File: src/rtl/s101_pkg.sv
`timescale 1ns/1ps
package s101_pkg;
    typedef enum logic [1:0] {
        DET_IDLE     = 2'd0,
        DET_ONE      = 2'd1,
        DET_ONE_ZERO = 2'd2
    } det_state_e;
endpackage

File: src/rtl/s101_rst_stretch.sv
`timescale 1ns/1ps
module s101_rst_stretch #(
    parameter int HOLD = 4
) (
    input  logic clk_i,
    input  logic rst_i,
    output logic srst_o
);
    localparam int HW = $clog2(HOLD + 1);
    localparam logic [HW-1:0] HOLD_END = HW'(HOLD);

    logic [HW-1:0] hold_q;

    always_ff @(posedge clk_i or posedge rst_i) begin
        if (rst_i) begin
            hold_q <= '0;
        end else if (hold_q != HOLD_END) begin
            hold_q <= hold_q + 1'b1;
        end
    end

    assign srst_o = rst_i || (hold_q != HOLD_END);


    release_delay_chk: assert property (@(posedge clk_i) disable iff (rst_i)
        $fell(srst_o) |-> $past(srst_o, 2));
endmodule

File: src/rtl/s101_detect.sv
`timescale 1ns/1ps
module s101_detect
    import s101_pkg::*;
(
    input  logic clk_i,
    input  logic srst_i,
    input  logic din_i,
    output logic hit_o
);
    det_state_e state_q;
    det_state_e state_d;

    always_ff @(posedge clk_i) begin
        if (srst_i) begin
            state_q <= DET_IDLE;
        end else begin
            state_q <= state_d;
        end
    end

    always_comb begin
        state_d = state_q;
        unique case (state_q)
            DET_IDLE:     state_d = din_i ? DET_ONE : DET_IDLE;
            DET_ONE:      state_d = din_i ? DET_ONE : DET_ONE_ZERO;
            DET_ONE_ZERO: state_d = din_i ? DET_ONE : DET_IDLE;
            default:      state_d = DET_IDLE;
        endcase
    end

    always_comb begin
        hit_o = (state_q == DET_ONE_ZERO) && din_i;
    end


    single_pulse_chk: assert property (@(posedge clk_i) disable iff (srst_i)
        hit_o |=> !hit_o);
endmodule

File: src/rtl/s101_window.sv
`timescale 1ns/1ps
module s101_window #(
    parameter int WIN_LEN = 200
) (
    input  logic clk_i,
    input  logic srst_i,
    output logic last_o
);
    localparam int TW = (WIN_LEN > 2) ? $clog2(WIN_LEN) : 1;
    localparam logic [TW-1:0] LAST_IDX = TW'(WIN_LEN - 1);

    logic [TW-1:0] tick_q;

    always_ff @(posedge clk_i) begin
        if (srst_i) begin
            tick_q <= '0;
        end else if (tick_q == LAST_IDX) begin
            tick_q <= '0;
        end else begin
            tick_q <= tick_q + 1'b1;
        end
    end

    assign last_o = (tick_q == LAST_IDX);


    window_gap_chk: assert property (@(posedge clk_i) disable iff (srst_i)
        last_o |=> !last_o);
endmodule

File: src/rtl/s101_tally.sv
`timescale 1ns/1ps
module s101_tally #(
    parameter int CNT_W = 8
) (
    input  logic             clk_i,
    input  logic             srst_i,
    input  logic             hit_i,
    input  logic             last_i,
    output logic [CNT_W-1:0] count_o,
    output logic             valid_o
);
    localparam logic [CNT_W-1:0] CNT_MAX = '1;

    logic [CNT_W-1:0] run_q;
    logic [CNT_W-1:0] run_inc;

    always_comb begin
        run_inc = (hit_i && (run_q != CNT_MAX)) ? run_q + 1'b1 : run_q;
    end

    always_ff @(posedge clk_i) begin
        if (srst_i) begin
            run_q   <= '0;
            count_o <= '0;
            valid_o <= 1'b0;
        end else begin
            valid_o <= last_i;
            if (last_i) begin
                count_o <= run_inc;
                run_q   <= '0;
            end else begin
                run_q   <= run_inc;
            end
        end
    end


    reset_clear_chk: assert property (@(posedge clk_i)
        srst_i |=> (count_o == '0) && !valid_o);

    no_overflow_chk: assert property (@(posedge clk_i) disable iff (srst_i)
        !last_i |=> run_q >= $past(run_q));

    clear_chk: assert property (@(posedge clk_i) disable iff (srst_i)
        valid_o |-> run_q == '0);

    hold_chk: assert property (@(posedge clk_i) disable iff (srst_i)
        !valid_o |-> $stable(count_o));

    valid_pulse_chk: assert property (@(posedge clk_i) disable iff (srst_i)
        valid_o |=> !valid_o);
endmodule

File: src/rtl/serial_101_tally.sv
`timescale 1ns/1ps
module serial_101_tally #(
    parameter int WIN_LEN  = 200,
    parameter int CNT_W    = 8,
    parameter int RST_HOLD = 4
) (
    input  logic             clk_i,
    input  logic             rst_i,
    input  logic             din_i,
    output logic [CNT_W-1:0] count_o,
    output logic             valid_o
);
    logic srst;
    logic hit;
    logic last;

    s101_rst_stretch #(.HOLD(RST_HOLD)) u_rst (
        .clk_i  (clk_i),
        .rst_i  (rst_i),
        .srst_o (srst)
    );

    s101_detect u_detect (
        .clk_i  (clk_i),
        .srst_i (srst),
        .din_i  (din_i),
        .hit_o  (hit)
    );

    s101_window #(.WIN_LEN(WIN_LEN)) u_window (
        .clk_i  (clk_i),
        .srst_i (srst),
        .last_o (last)
    );

    s101_tally #(.CNT_W(CNT_W)) u_tally (
        .clk_i   (clk_i),
        .srst_i  (srst),
        .hit_i   (hit),
        .last_i  (last),
        .count_o (count_o),
        .valid_o (valid_o)
    );
endmodule

File: config.mk
export PLATFORM = sky130hd
export DESIGN_NAME = serial_101_tally
export DESIGN_NICKNAME = d
export VERILOG_FILES = /design/src/rtl/s101_pkg.sv /design/src/rtl/s101_rst_stretch.sv /design/src/rtl/s101_detect.sv /design/src/rtl/s101_window.sv /design/src/rtl/s101_tally.sv /design/src/rtl/serial_101_tally.sv
export SDC_FILE = /design/constraint.sdc
export NUM_CORES = 1
export LEC_CHECK = 0
export CAP_MARGIN = 30
export CORE_MARGIN = 5
export CORE_UTILIZATION = 50
export DETAILED_ROUTE_END_ITERATION = 6
export PLACE_DENSITY_LB_ADDON = 0.05
export SLEW_MARGIN = 20
export SYNTH_ARGS = -nofsm -noshare
export SYNTH_HDL_FRONTEND = slang
export SYNTH_SLANG_ARGS = --single-unit
File: constraint.sdc
create_clock -name clk_i -period 4.9 [get_ports clk_i]
set_clock_uncertainty 0.1 [all_clocks]
set_input_delay 0.49 -clock clk_i [delete_from_list [all_inputs] [get_ports clk_i]]
set_output_delay 0.49 -clock clk_i [all_outputs]
set_load 0.02 [all_outputs]
==> impl_metrics.tcl <==
set metrics [dict create \
    outcome "complete, no violations" \
    worst_setup_path_endpoint "u_tally.count_o[5]" \
    synthDistinctLibCells 35 \
    final.period_utilization 0.386 \
    fmax_mhz 529 \
    area_growth_pct 13.6 \
    hold_class "in -> async" \
    vias_per_cell 5.47 \
    final_hold_fails 0 \
    vias_in_the_first_global_route 920 \
    synth_ff_type "sky130_fd_sc_hd__dfxtp_1" \
    synth_seq_area_share 0.484 \
    htreeDepth 2 \
    synthesis.area_um2 1270 \
    post_detailed_route_drc_marker_count 0 \
    detailed_place_hpwl_um 1640 \
    arrival_ns 2.06 \
    floorplan.die_area_um2 3650 \
    route.vias.total 930 \
    dr.first_iter.drc_count 30 \
    number_of_standard_cells_in_the_layout_taps_in_and_fillers_out 170 \
    most_common_cell_after_layout_fill_and_taps_aside "sky130_fd_sc_hd__dfxtp_1" \
    yosysTopAreaCell "sky130_fd_sc_hd__dfxtp_1" \
    power.share.switching 0.230 \
    cts_tree "done" \
    postSynthAreaPerCell_um2 10.3 \
    p_leak_nw 0.565 \
    filler_cell_count 206 \
    finalWorstSetupSlack_ns 3.01 \
    layout.cells.most_common_list "27 x sky130_fd_sc_hd__dfxtp_1, 11 x sky130_fd_sc_hd__nor2_1, 11 x sky130_fd_sc_hd__clkdlybuf4s50_1, 10 x sky130_fd_sc_hd__nor2_2, 8 x sky130_fd_sc_hd__nand2_1" \
    cell_internal_power_mw 0.306 \
    cp_max_fo 7 \
    die-height_um 60.4 \
    post_cts_resize_count 0 \
    cts_buf_count 5 \
    critical_path.reg2reg.startpoint "u_rst.hold_q[0]" \
    place.gp.congestion 0.800 \
    num_antenna_cells 0 \
    maxCapViolations 0 \
    power_density_nw_per_um2 276 \
    drt-total-wl_um 2240 \
    final.hold.worst_slack_ns 0.265 \
    timing.critical_path.required_ns 5.07 \
    max_slew_margin 0.596 \
    top_cell_type_s_share_of_synthesized_area 0.425 \
    element_type_at_the_critical_path_end "register" \
    place_inst 163 \
    synth_warnings 0 \
    synthTopCellsByArea "sky130_fd_sc_hd__dfxtp_1 43%, sky130_fd_sc_hd__dfrtp_1 5.9%, sky130_fd_sc_hd__nor2_2 4.9%" \
    design.portCount 12 \
    route.antenna.remaining_nets 0 \
    port_buffers 11 \
    tightest_slew_ns 0.604 \
    tns_ns 0 \
    crit_type "reg -> reg" \
    postSynth.asyncResetShare 0.100 \
    grt_overflow 0 \
    insertion_delay_ns 0.32 \
    critical_path.startpoint_type "register" \
    die_width_um 60.4 \
    antenna_found_initial 0 \
    drive_above_1_share 0.171 \
    global_route_total_usage_across_every_layer 0.147 \
    rr_worst_depth 7 \
    rrSetupSlack_ns 3.01 \
    core_area_um2 2450 \
    grt_start_max_net_pins 13 \
    clock_tree_root "sky130_fd_sc_hd__clkbuf_4" \
    hold_buffers 0 \
    share_comb_of_total_power 0.034 \
    pre_cts_ws_ns 2.74 \
    detail_route.wl_per_cell_um 13.2 \
    worst_vdd_ir_mv 0.168 \
    power.share.sequential 0.627 \
    cts-root-to-sink-buffers 2 \
    final_max_slew_viol_count 0 \
    grt_setup_unrepaired "false" \
    clock_power_share 0.339 \
    cts_setup_buffers 0 \
    global_route_wire_length_before_repair_um 3980 \
    standard_cell_row_count 18 \
    setup_viol 0 \
    dr.pass1.iters 4 \
    synth-edff-count 0 \
    cts_sinks 30 \
    path_clk_slew_ns 0.09 \
    synthesis.instances 123 \
    post_layout_min_period_ns 1.89 \
    post_synthesis_sequential_element_count 30 \
    worstReg2RegEnd "u_tally.count_o[5]" \
    crit_start "u_rst.hold_q[0]" \
    start_util 0.518 \
    layout.nets 147 \
    p_switching_mw 0.0914 \
    synth_nets 130 \
]
registers in the layout, indices dropped and copies added (netlist names):
name and cells:
u_rst.hold_q 3, u_tally.valid_o 1, u_detect.state_q 2, u_window.tick_q 8
u_tally.count_o 8, u_tally.run_q 8
area by class of cell:
class | instances | area [um^2] | share of cell area
clock buffer | 7 | 45.0 | 0.0312
tap | 30 | 37.5 | 0.0260
timing repair buffer | 11 | 110 | 0.0763
sequential | 30 | 616 | 0.426
inverter | 5 | 18.8 | 0.0130
multi-input combinational | 87 | 617 | 0.427
stage by stage:
step | util | power, mW | instance area, um^2
2_1_floorplan | - | 0.266 | 1270
3_3_place_gp | 0.570 | 0.268 | 1400
3_5_place_dp | 0.570 | 0.269 | 1400
4_1_cts | 0.588 | 0.402 | 1440
5_1_grt | 0.588 | 0.411 | 1440
6_report | 0.588 | 0.398 | 1440
cell usage after synthesis, drive strengths merged, types with 2 or more instances:
| master | count |
|---|---|
| dfxtp | 27 |
| nor2 | 21 |
| nand2 | 9 |
| nand3 | 7 |
| and3 | 6 |
| o2bb2ai | 6 |
| inv | 5 |
| xor2 | 5 |
| ha | 4 |
| mux2i | 4 |
| xnor2 | 4 |
| dfrtp | 3 |
| nand4 | 3 |
| nor3 | 3 |
| o21ai | 2 |
routing by layer:
metal / up-vias / share of wire / global-route usage
met5: - / 0 / 0
met4: 0 / 0.020 / 0.0743
met3: 7 / 0.049 / 0.0383
met2: 20 / 0.48 / 0.250
met1: 433 / 0.45 / 0.171
li1: 470 / - / -
how the worst min path moves through the flow:
stage                             from                  to  slack [ns]  cells after the start
global placement    u_window.tick_q[0]  u_window.tick_q[0]        0.34                      1
finish                           rst_i     u_rst.hold_q[2]        0.27                      2
detailed placement  u_window.tick_q[0]  u_window.tick_q[0]        0.34                      1
global route                     rst_i     u_rst.hold_q[2]        0.28                      2
CTS                              rst_i     u_rst.hold_q[0]        0.26                      2
floorplan                        rst_i     u_rst.hold_q[0]        0.15                      1
critical path, cell delays in order (launching register included):
cell and delay [ns]:
sky130_fd_sc_hd__dfrtp_1 0.40, sky130_fd_sc_hd__inv_1 0.10, sky130_fd_sc_hd__ha_1 0.20, sky130_fd_sc_hd__nand2_1 0.13, sky130_fd_sc_hd__nor2_1 0.33, sky130_fd_sc_hd__nand2_1 0.29
sky130_fd_sc_hd__inv_2 0.13, sky130_fd_sc_hd__a32o_1 0.16
power groups by stage:
stage / combinational (mW) / sequential [mW] / clock (mW)
2_1_floorplan: 0.0112 / 0.254 / 0
3_3_place_gp: 0.0134 / 0.255 / 0
3_5_place_dp: 0.0138 / 0.255 / 0
5_1_grt: 0.0150 / 0.250 / 0.146
4_1_cts: 0.0138 / 0.249 / 0.139
6_report: 0.0134 / 0.249 / 0.135
logic make-up (layout without fill, tap and decap cells):
kind of cell	count (synthesis)	count (layout)	synth area share
XOR/XNOR	9	9	0.0620
multiplexers	4	4	0.0315
flip-flops	30	30	0.484
adder cells (fa/ha/maj)	4	4	0.0394
buffers and inverters	6	23	0.0305
AND/OR/NAND/NOR	55	55	0.254
AO/OA/AOI/OAI	15	15	0.0984
No activity file was read; power rests on OpenSTA's default activity.
